[config.mk]
export PLATFORM = sky130hd
export DESIGN_NAME = cfg_bitstream_reader
export DESIGN_NICKNAME = d
export VERILOG_FILES = /design/src/rtl/cfgr_pkg.sv /design/src/rtl/cfgr_por.sv /design/src/rtl/cfgr_bit_array.sv /design/src/rtl/cfgr_addr_ctr.sv /design/src/rtl/cfgr_out_stage.sv /design/src/rtl/cfg_bitstream_reader.sv
export SDC_FILE = /design/constraint.sdc
export NUM_CORES = 1
export LEC_CHECK = 0
export CORE_UTILIZATION = 35
export DETAILED_ROUTE_END_ITERATION = 7
export PLACE_DENSITY_LB_ADDON = 0.3
export RECOVER_POWER = 25
export SKIP_LAST_GASP = 1
export SYNTH_ARGS = -nofsm -noshare
export SYNTH_HDL_FRONTEND = slang
export SYNTH_SLANG_ARGS = --single-unit
[constraint.sdc]
create_clock -name clk -period 7.1 [get_ports clk]
set_input_delay 1.065 -clock clk [delete_from_list [all_inputs] [get_ports clk]]
set_output_delay 1.065 -clock clk [all_outputs]
set_load 0.02 [all_outputs]
[src/rtl/cfgr_pkg.sv]
package cfgr_pkg;

  // First bit of the active range for a given paging setup.
  function automatic int unsigned range_lo(int unsigned depth, logic paged, logic [1:0] idx);
    int unsigned quarter;
    quarter = depth / 4;
    return paged ? int'(idx) * quarter : 0;
  endfunction

  // Last bit of the active range for a given paging setup.
  function automatic int unsigned range_hi(int unsigned depth, logic paged, logic [1:0] idx);
    int unsigned quarter;
    quarter = depth / 4;
    return paged ? (int'(idx) + 1) * quarter - 1 : depth - 1;
  endfunction

endpackage

[src/rtl/cfgr_por.sv]
module cfgr_por #(
  parameter int CYCLES = 16
) (
  input  logic clk,
  input  logic rst_n,
  output logic done
);
  localparam int CW = $clog2(CYCLES + 1);

  logic [CW-1:0] cnt;

  always_ff @(posedge clk or negedge rst_n) begin
    if (!rst_n)
      cnt <= '0;
    else if (cnt != CW'(CYCLES))
      cnt <= cnt + 1'b1;
  end

  assign done = (cnt == CW'(CYCLES));
endmodule

[src/rtl/cfgr_bit_array.sv]
module cfgr_bit_array #(
  parameter int DEPTH = 256,
  parameter int AW    = $clog2(DEPTH)
) (
  input  logic          clk,
  input  logic          wr_en,
  input  logic [AW-1:0] wr_addr,
  input  logic          wr_data,
  input  logic [AW-1:0] rd_addr,
  output logic          rd_bit
);
  logic [DEPTH-1:0] store;

  always_ff @(posedge clk) begin
    if (wr_en)
      store[wr_addr] <= wr_data;
  end

  // Asynchronous read: the bit at the pointer is valid as soon as the pointer settles.
  assign rd_bit = store[rd_addr];
endmodule

[src/rtl/cfgr_addr_ctr.sv]
module cfgr_addr_ctr #(
  parameter int AW = 8
) (
  input  logic          clk,
  input  logic          rst_n,
  input  logic          reload,
  input  logic          step,
  input  logic [AW-1:0] first,
  input  logic [AW-1:0] last,
  output logic [AW-1:0] ptr,
  output logic          spent
);
  logic at_last;
  assign at_last = (ptr == last);

  always_ff @(posedge clk or negedge rst_n) begin
    if (!rst_n) begin
      ptr   <= '0;
      spent <= 1'b0;
    end else if (reload) begin
      ptr   <= first;
      spent <= 1'b0;
    end else if (step && !spent) begin
      if (at_last)
        spent <= 1'b1;
      else
        ptr <= ptr + 1'b1;
    end
  end
endmodule

[src/rtl/cfgr_out_stage.sv]
module cfgr_out_stage (
  input  logic read_mode,
  input  logic por_done,
  input  logic oe_clr_n,
  input  logic sel_n,
  input  logic spent,
  input  logic cur_bit,
  output logic dout,
  output logic dout_en,
  output logic cascade_n,
  output logic idle_stby
);
  logic live;
  assign live      = read_mode && por_done && oe_clr_n;
  assign dout_en   = live && !sel_n && !spent;
  assign dout      = dout_en && cur_bit;
  assign cascade_n = !(live && spent && !sel_n);
  assign idle_stby = read_mode && sel_n;
endmodule

[src/rtl/cfg_bitstream_reader.sv]
module cfg_bitstream_reader #(
  parameter int DEPTH      = 256,
  parameter int POR_CYCLES = 16,
  localparam int AW        = $clog2(DEPTH)
) (
  input  logic          clk,
  input  logic          rst_n,
  input  logic          sel_n,
  input  logic          oe_clr_n,
  input  logic          read_mode,
  input  logic          paging_on,
  input  logic [1:0]    page_idx,
  input  logic          wr_en,
  input  logic [AW-1:0] wr_addr,
  input  logic          wr_data,
  output logic          dout,
  output logic          dout_en,
  output logic          cascade_n,
  output logic          por_done,
  output logic          idle_stby
);
  // Named internal events, visible to the bound checker.
  logic [AW-1:0] rng_lo;
  logic [AW-1:0] rng_hi;
  logic [AW-1:0] cur_ptr;
  logic          range_spent;
  logic          ptr_reload;
  logic          cur_bit;

  assign rng_lo = AW'(cfgr_pkg::range_lo(DEPTH, paging_on, page_idx));
  assign rng_hi = AW'(cfgr_pkg::range_hi(DEPTH, paging_on, page_idx));

  assign ptr_reload = !read_mode || !por_done || !oe_clr_n;

  cfgr_por #(.CYCLES(POR_CYCLES)) u_por (
    .clk  (clk),
    .rst_n(rst_n),
    .done (por_done)
  );

  cfgr_addr_ctr #(.AW(AW)) u_ctr (
    .clk   (clk),
    .rst_n (rst_n),
    .reload(ptr_reload),
    .step  (!sel_n),
    .first (rng_lo),
    .last  (rng_hi),
    .ptr   (cur_ptr),
    .spent (range_spent)
  );

  cfgr_bit_array #(.DEPTH(DEPTH), .AW(AW)) u_arr (
    .clk    (clk),
    .wr_en  (wr_en),
    .wr_addr(wr_addr),
    .wr_data(wr_data),
    .rd_addr(cur_ptr),
    .rd_bit (cur_bit)
  );

  cfgr_out_stage u_out (
    .read_mode(read_mode),
    .por_done (por_done),
    .oe_clr_n (oe_clr_n),
    .sel_n    (sel_n),
    .spent    (range_spent),
    .cur_bit  (cur_bit),
    .dout     (dout),
    .dout_en  (dout_en),
    .cascade_n(cascade_n),
    .idle_stby(idle_stby)
  );
endmodule

==> metrics.csv, run 1 <==
metric,value,unit
outcome,"complete, no violations",
ys.flop_type,edfxtp_1,
htreeDepth,1,
worstPathRequired,6.03,ns
cp.arrival,4.52,ns
cts_resized,0,
path_delay_family,buffers and inverters,
grtUsageTotal,16.20,%
finClkSkew,0.004294,ns
synth_edf_count,256,
avgSynthCellArea,13.57,µm²
grt_overflow,0,
hold_end,u_por.cnt[4],
antenna_found_initial,0,
critPathMaxFanout,50,
port_buffers,22,
fp.dieW,188.1,µm
tightest_slew,1.209,ns
wl_per_cell,21.14,µm
async_flop_share,5.185,%
drt_wl_total,28620,µm
holdPathStages,1,
initial_core_util,35.88,%
gp_congestion,0.8059,
drc_errors,0,
finalCriticalPeriod,5.589,ns
grt_max_degree,150,
multi_input_comb_area,3739,µm²
cp_cell_sequence,"buf_4, mux4_1, mux2_2, a22o_1, o21ai_0, a32oi_1, o2bb2ai_1, clkdlybuf4s50_1",
avgViaCountPerCell,5.352,
grt_setup_unrepaired,false,
diodes,0,
ant_nets,0,
layout_common_cells,"nor2_1 (276), edfxtp_1 (256), mux4_2 (47)",
register_area,8043,µm²
synth_cell_types,53,
drt_first_pass_iters,5,
numCtsBuffers,29,
area_growth,11.97,%
grt_pass1_wl,43610,µm
postCtsHoldBufs,0,
period_share,78.72,%
synth-seq-cells,270,
grt_pass1_vias,7272,
worstHoldStart,u_por.cnt[4],
reg2reg_slack,4.10,ns
slew_viol_final,0,
cp_slowest_cell,dfrtp_4,
vias,7246,
dp_hpwl,17210,µm
fmax,0.1789,GHz
drt_first_iter_violations,736,
ys_warn_count,0,
critPathKind,flip-flop to output pin,
maxCapViolCount,0,
fillers,3145,
p_per_area,250.0,nW/µm²
final_common_cell,nor2_1,
cts_buffer_depth,3,
dieArea,35380,µm²
r2r-end,u_ctr.ptr[1],
cts_sinks,270,
timing.final.hold_violations,0,
post_cts_buffers,0,
num-nets-final,904,
fp.dieH,188.1,µm
path_clk_slew,0.06,ns
cts_tree,built,
cts_root_buf,clkbuf_16,
clk_latency,0.56,ns
endpoint_kind,output pin,
coreArea,33780,µm²
pin_count,23,
relSlewSlack,19.18,%
worst-path-buf-inv,2,
crit_path_start_kind,flip-flop,
finalSetupViolations,0,
tns,0,ns
timing.rr.start,u_ctr.ptr[2],
drive_above_1_share,12.91,%
rr_worst_depth,7,
synth.cell_area,12120,µm²
hold_path_class,flip-flop to flip-flop,
syn-num-nets,914,
core.rowCount,67,
synth_cells,893,
ir_worst_vdd,169.7,µV
max_stage_delay,1.04,ns
final_cell_area,13570,µm²
ys_seq_area_share,66.31,%
placed_area,12630,µm²
p_leak,0.003950,µW
final_core_util,40.18,%
[how the worst max path moves through the flow]
stage / start / end / slack [ns] / cells past startpoint
after CTS: u_ctr.ptr[0] / dout / 1.39 / 8
after detailed placement: u_ctr.ptr[0] / dout / 1.99 / 8
final: u_ctr.ptr[0] / dout / 1.51 / 8
after global routing: u_ctr.ptr[0] / dout / 1.24 / 8
after floorplan: u_por.cnt[0] / dout / 3.36 / 8
after global placement: u_ctr.ptr[0] / dout / 1.96 / 8
[routing by layer]
layer	global-route usage (%)	share of wire, %	up-vias
li1	-	-	3265
met1	21.10	43	3738
met2	27.62	49	208
met3	2.845	5.9	35
met4	4.597	1.9	0
met5	0	0	-
[logic make-up after synthesis]
kind of cell | share of synthesized area [%]
flops | 66.31
mux | 12.49
simple gates | 13.77
buf+inv | 2.849
xor+xnor | 0.7225
compound gates | 3.551
fa+ha+maj | 0.3097
[layout make-up]
| type | count | share of cell area, % |
|---|---|---|
| flip-flops and latches | 270 | 59.26 |
| clock inverters | 24 | 1.595 |
| clock buffers | 30 | 5.374 |
| inverters | 5 | 0.1383 |
| multi-input cells | 549 | 27.54 |
| well taps | 448 | 4.130 |
| repair buffers | 28 | 1.964 |
[cell usage after synthesis (6+ instances only)]
| cell | count | area share, % |
|---|---|---|
| nor2_1 | 276 | 8.5 |
| a22oi_1 | 10 | 0.62 |
| dfrtp_1 | 14 | 2.9 |
| xor2_1 | 6 | 0.43 |
| mux4_2 | 47 | 8.7 |
| nand3_1 | 27 | 1.1 |
| nand4_1 | 8 | 0.41 |
| edfxtp_1 | 256 | 63 |
| buf_2 | 7 | 0.29 |
| clkbuf_1 | 52 | 1.6 |
| mux2_2 | 11 | 1.0 |
| a211oi_1 | 6 | 0.37 |
| mux2i_1 | 20 | 1.7 |
| nand2_1 | 39 | 1.2 |
| nor2b_1 | 19 | 0.98 |
[stage by stage]
stage	instances	worst slack (ns)	total power (µW)	hold slack (ns)
after CTS	1354	1.390	3426	0.4801
after floorplan	893	3.363	1867	0.4458
after global placement	1300	1.960	1923	0.4605
after detailed placement	1300	1.988	1925	0.4661
final	1354	1.511	3393	0.4724
after global routing	1354	1.238	3496	0.5157
[sequential cells by signal, indices dropped and copies added, names as in the netlist]
register	count
u_arr.store	256
u_ctr.ptr	8
u_por.cnt	5
u_ctr.spent	1
[report_power, final]
| part | leakage [µW] | internal, µW | switching (µW) |
|---|---|---|---|
| clock | 0.000480 | 888 | 616 |
| combinational | 0.000985 | 45.5 | 84.7 |
| sequential | 0.00249 | 1750 | 12.1 |
| total | 0.00395 | 2680 | 713 |
Note: power is estimated with default switching activity, not from simulation.
==> inputs of run 2 (changes only) <==
==> constraint.sdc (replaced) <==
create_clock -name clk -period 5.1 [get_ports clk]
set_input_delay 0.765 -clock clk [delete_from_list [all_inputs] [get_ports clk]]
set_output_delay 0.765 -clock clk [all_outputs]
set_load 0.02 [all_outputs]
==> run 2 against run 1 <==
Net effect:
- the run now ends with max-capacitance violations, max-slew violations left
- register-to-register slack lost 1.6 ns
- critical path depth is the same
- global-route usage grew 0.54 points
- worst hold slack gained 0.0080 ns
- via count grew 1.6%
- worst setup slack lost 1.1 ns
- clock power grew 53%
- clock-buffer cell count grew 4
- cell count grew 1.4%
- sequential power grew 39%
- die area is the same
- largest power group unchanged
- highest routed layer unchanged
==> metrics.csv, run 2 (synthesis results as in run 1) <==
metric,value,unit,change
outcome,"finished, violations left",,"was complete, no violations"
violations,"max-capacitance violations, max-slew violations",,
post_cts_buffers,0,,unchanged
port_buffers,22,,unchanged
ir_worst_vdd,298.7,µV,was 169.7 µV
wl_per_cell,21.59,µm,was 21.14 µm
initial_core_util,35.88,%,unchanged
cts_resized,0,,unchanged
p_leak,0.004078,µW,was 0.003950 µW
tightest_slew,2.517,ns,was 1.209 ns
critPathKind,flip-flop to output pin,,unchanged
fp.dieH,188.1,µm,unchanged
reg2reg_slack,2.48,ns,was 4.10 ns
placed_area,12770,µm²,was 12630 µm²
drc_errors,0,,unchanged
final_cell_area,13820,µm²,was 13570 µm²
cts_root_buf,clkbuf_16,,unchanged
cts_tree,built,,unchanged
timing.final.hold_violations,0,,unchanged
cp.arrival,3.94,ns,was 4.52 ns
hold_path_class,flip-flop to flip-flop,,unchanged
critPathLaunch,u_ctr.ptr[0],,unchanged
ant_nets,0,,unchanged
p_per_area,357.4,nW/µm²,was 250.0 nW/µm²
relSlewSlack,-67.79,%,was 19.18%
gp_congestion,0.8284,,was 0.8059
postCtsHoldBufs,0,,unchanged
period_share,92.23,%,
worstPathRequired,4.34,ns,was 6.03 ns
final_common_cell,nor2_1,,unchanged
grt_max_degree,140,,was 150
path_clk_slew,0.06,ns,about the same
coreArea,33780,µm²,unchanged
num-nets-final,922,,was 904
r2r-end,u_ctr.ptr[1],,unchanged
grt_pass1_wl,44950,µm,was 43610 µm
fmax,0.2126,GHz,
drt_wl_total,29640,µm,was 28620 µm
slew_viol_final,140,,was 0
drive_above_1_share,14.70,%,was 12.91%
endpoint_kind,output pin,,unchanged
finalSetupViolations,0,,unchanged
numCtsBuffers,30,,was 29
layout_common_cells,"nor2_1 (276), edfxtp_1 (256), mux4_2 (47)",,unchanged
largest_reg_flops,256,,unchanged
cts_buffer_depth,3,,unchanged
finalCriticalPeriod,4.704,ns,
reg_top3,"u_arr.store x256, u_ctr.ptr x8, u_por.cnt x5",,unchanged
grt_pass1_vias,7239,,was 7272
cts_sinks,270,,unchanged
wl_met2,14650,µm,was 14090 µm
pin_count,23,,unchanged
avgViaCountPerCell,5.361,,was 5.352
holdPathStages,1,,unchanged
drt_first_pass_iters,5,,unchanged
dieArea,35380,µm²,unchanged
critPathMaxFanout,35,,was 50
core.rowCount,67,,unchanged
final_core_util,40.91,%,was 40.18%
vias,7360,,was 7246
htreeDepth,1,,unchanged
tns,0,ns,unchanged
antenna_found_initial,0,,unchanged
fp.dieW,188.1,µm,unchanged
clk_latency,0.56,ns,about the same
dp_hpwl,18160,µm,was 17210 µm
wl_met1,12970,µm,was 12320 µm
worstHoldStart,u_por.cnt[4],,unchanged
area_growth,14.01,%,was 11.97%
hold_end,u_por.cnt[4],,unchanged
top_layer,met4,,unchanged
maxCapViolCount,1,,was 0
finClkSkew,0.008157,ns,was 0.004294 ns
timing.rr.start,u_ctr.ptr[2],,unchanged
crit_path_start_kind,flip-flop,,unchanged
top_register,u_arr.store,,unchanged
fillers,3091,,was 3145
wl_met3,1529,µm,was 1684 µm
grt_setup_unrepaired,false,,unchanged
diodes,0,,unchanged
grt_overflow,0,,unchanged
drt_first_iter_violations,733,,was 736
grtUsageTotal,16.74,%,was 16.20%
rr_worst_depth,6,,was 7
==> run 2: power breakdown <==
part	internal [µW]	switching, µW
Clock	1390	908
Sequential	2430	13.5
Combinational	67.2	126
==> run 2: area by class of cell <==
type	instances	area, µm²	share of cell area (%)
clock buffer	34	765.7	5.541
clock inverter	22	292.8	2.119
inverter	5	18.77	0.1358
multi-input combinational	549	3739	27.05
sequential	270	8043	58.20
tap	448	560.5	4.056
timing repair buffer	45	400.4	2.897
==> run 2: worst max-delay path, stage by stage (launching register included) <==
cell	delay, ns
dfrtp_4	0.87
buf_4	0.37
mux4_2	0.54
a22oi_1	0.22
a21oi_1	0.13
or3_1	0.38
o22ai_1	0.17
o2bb2ai_1	0.12
clkdlybuf4s50_1	0.55
==> run 2: layer usage <==
| layer | vias up | GRT usage (%) |
|---|---|---|
| met4 | 0 | 4.003 |
| met1 | 3795 | 23.03 |
| met2 | 223 | 28.23 |
| met3 | 35 | 1.965 |
| met5 | - | 0 |
| li1 | 3307 | - |
==> run 2: stage by stage <==
| step | worst slack [ns] | total power (µW) | hold slack (ns) | cells |
|---|---|---|---|---|
| global route | 0.2036 | 5080 | 0.4841 | 1373 |
| finish | 0.3960 | 4939 | 0.4804 | 1373 |
| floorplan | 1.663 | 2599 | 0.4458 | 893 |
| CTS | 0.3426 | 4972 | 0.4778 | 1373 |
| global placement | 0.9538 | 2685 | 0.4660 | 1317 |
| detailed placement | 0.9323 | 2687 | 0.4653 | 1317 |
==> run 2: how the worst max path moves through the flow <==
stage                       to  cells after the start
after floorplan           dout                      8
final                     dout                      8
after global routing      dout                      8
after CTS                 dout                      8
after detailed placement  dout                      8
after global placement    dout                      8
==> inputs of run 3 (changes only) <==
--- a/config.mk
+++ b/config.mk
@@ -6,6 +6,8 @@
 export NUM_CORES = 1
 export LEC_CHECK = 0
 export CORE_UTILIZATION = 35
+export CTS_BUF_LIST = sky130_fd_sc_hd__clkbuf_16
+export CTS_CLUSTER_DIAMETER = 60
 export DETAILED_ROUTE_END_ITERATION = 7
 export PLACE_DENSITY_LB_ADDON = 0.3
 export RECOVER_POWER = 25
==> run 3 against run 2 <==
Net effect:
- the run still ends with max-capacitance violations, max-slew violations left
- critical path depth unchanged
- worst setup slack got worse by 0.025 ns
- clock power down 5%
- via count down 0.83%
- cell count increased by 0.15%
- largest cell class unchanged
- utilization shrank 0.16 points
- sequential cell count is the same
- sequential power barely moved
- highest routed layer unchanged
- first-iteration DRC count rose by 12%
- sequential share of layout area grew 0.22 points
==> metrics.csv, run 3 (synthesis results as in run 1) <==
metric,value,unit,change
dp_hpwl,18160,µm,unchanged
post_cts_buffers,0,,unchanged
maxCapViolCount,1,,unchanged
drt_first_iter_violations,818,,was 733
r2r-end,u_ctr.ptr[1],,unchanged
largest_reg_flops,256,,unchanged
max_stage_delay,0.87,ns,about the same
grt_max_degree,140,,unchanged
num-nets-final,923,,was 922
diodes,0,,unchanged
finClkSkew,0.003748,ns,was 0.008157 ns
grt_pass1_wl,45150,µm,was 44950 µm
final_common_cell,nor2_1,,unchanged
vias,7299,,was 7360
area_growth,13.57,%,was 14.01%
period_share,92.72,%,was 92.23%
clk_latency,0.57,ns,was 0.56 ns
finalSetupViolations,0,,unchanged
violations,"max-capacitance violations, max-slew violations",,unchanged
p_leak,0.004072,µW,was 0.004078 µW
cts_sinks,270,,unchanged
wl_met3,1452,µm,was 1529 µm
reg_top3,"u_arr.store x256, u_ctr.ptr x8, u_por.cnt x5",,unchanged
cp-endpoint,dout,,unchanged
drc_errors,0,,unchanged
holdWs,0.4804,ns,about the same
dieArea,35380,µm²,unchanged
endpoint_kind,output pin,,unchanged
grtUsageTotal,16.83,%,was 16.74%
cp_slowest_cell,dfrtp_4,,unchanged
path_delay_family,buffers and inverters,,unchanged
outcome,"finished, violations left",,unchanged
pin_count,23,,unchanged
hold_path_class,flip-flop to flip-flop,,unchanged
worstPathRequired,4.34,ns,about the same
fillers,3106,,was 3091
postCtsHoldBufs,0,,unchanged
drt_first_pass_iters,5,,unchanged
p_seq_share,50.6,%,was 49.6%
wl_per_cell,21.63,µm,was 21.59 µm
antenna_found_initial,0,,unchanged
grt_setup_unrepaired,false,,unchanged
fmax,0.2115,GHz,was 0.2126 GHz
rr_worst_depth,6,,unchanged
p_sw_share,22.08,%,was 21.21%
timing.rr.start,u_ctr.ptr[2],,unchanged
crit_path_start_kind,flip-flop,,unchanged
drive_above_1_share,14.56,%,was 14.70%
cts_buffer_depth,3,,unchanged
layout_common_cells,"nor2_1 (276), edfxtp_1 (256), mux4_2 (47)",,unchanged
path_clk_slew,0.06,ns,about the same
core.rowCount,67,,unchanged
path_depth,8,,unchanged
fp.dieH,188.1,µm,unchanged
timing.final.hold_violations,0,,unchanged
avgViaCountPerCell,5.308,,was 5.361
worst-path-buf-inv,2,,unchanged
fin_ws,0.3714,ns,was 0.3960 ns
reg2reg_slack,2.48,ns,about the same
tns,0,ns,unchanged
ant_nets,0,,unchanged
htreeDepth,1,,unchanged
top_layer,met4,,unchanged
clockPowerShare,45.4,%,was 46.5%
cts_root_buf,clkbuf_16,,unchanged
critPathLaunch,u_ctr.ptr[0],,unchanged
p_per_area,351.1,nW/µm²,was 357.4 nW/µm²
tightest_slew,2.501,ns,was 2.517 ns
wl_met1,13130,µm,was 12970 µm
cts_resized,0,,unchanged
coreArea,33780,µm²,unchanged
numCtsBuffers,31,,was 30
fp.dieW,188.1,µm,unchanged
pre_cts_ws,0.9323,ns,unchanged
grt_overflow,0,,unchanged
cp.arrival,3.96,ns,was 3.94 ns
cts_tree,built,,unchanged
port_buffers,22,,unchanged
p_int,3767,µW,was 3891 µW
worstHoldStart,u_por.cnt[4],,unchanged
slew_viol_final,140,,unchanged
wl_met2,14660,µm,was 14650 µm
p_comb_share,4.0,%,was 3.9%
ir_worst_vdd,249.8,µV,was 298.7 µV
switching_power,1067,µW,was 1047 µW
critPathMaxFanout,35,,unchanged
drt_wl_total,29740,µm,was 29640 µm
finalCriticalPeriod,4.729,ns,was 4.704 ns
initial_core_util,35.88,%,unchanged
relSlewSlack,-66.72,%,was -67.79%
grt_pass1_vias,7274,,was 7239
critPathKind,flip-flop to output pin,,unchanged
cp_cell_sequence,"buf_4, mux4_2, a22oi_1, a21oi_1, or3_1, o22ai_1, o2bb2ai_1, clkdlybuf4s50_1",,unchanged
top_register,u_arr.store,,unchanged
gp_congestion,0.8284,,unchanged
## run 3: changes by cell type in the layout (fill, tap and decap cells not counted)
cell,delta
inv_1,+5
clkbuf_1,-4
bufinv_16,-3
clkinv_1,+2
clkbuf_16,+1
clkinv_16,-1
clkinv_2,-1
clkinvlp_4,+1
inv_16,+1
inv_6,+1
## run 3: stage by stage
| stage | area [µm²] | instances | total power (µW) | util [%] |
|---|---|---|---|---|
| after CTS | 13770 | 1375 | 4861 | 40.77 |
| after detailed placement | 12770 | 1317 | 2687 | 37.79 |
| final | 13770 | 1375 | 4834 | 40.75 |
| after global placement | 12770 | 1317 | 2685 | 37.79 |
| after floorplan | 12120 | 893 | 2599 | - |
| after global routing | 13770 | 1375 | 4972 | 40.75 |
## run 3: how the worst min path moves through the flow
| stage | depth (start not counted) | slack, ns | to |
|---|---|---|---|
| 2_1_floorplan | 1 | 0.45 | u_por.cnt[4] |
| 3_3_place_gp | 1 | 0.47 | u_por.cnt[4] |
| 3_5_place_dp | 1 | 0.47 | u_por.cnt[4] |
| 4_1_cts | 1 | 0.48 | u_por.cnt[4] |
| 5_1_grt | 1 | 0.48 | u_por.cnt[4] |
| 6_report | 1 | 0.48 | u_por.cnt[4] |
## run 3: final cells by class
cell class | instances | area, µm² | area share, %
clock buffer | 31 | 775.7 | 5.635
clock inverter | 27 | 230.2 | 1.672
inverter | 5 | 18.77 | 0.1363
multi-input combinational | 549 | 3739 | 27.16
sequential | 270 | 8043 | 58.42
tap | 448 | 560.5 | 4.072
timing repair buffer | 45 | 400.4 | 2.908
## run 3: power by group through the flow
stage / sequential, µW / combinational (µW) / clock [µW]
floorplan: 2480 / 118 / 0
global route: 2450 / 208 / 2320
CTS: 2450 / 195 / 2220
finish: 2450 / 193 / 2190
global placement: 2490 / 193 / 0
detailed placement: 2490 / 195 / 0
## run 3: metal layers
metal,up-vias,GRT usage [%]
li1,3308,-
met1,3756,23.14
met2,200,28.24
met3,35,2.171
met4,0,4.065
met5,-,0
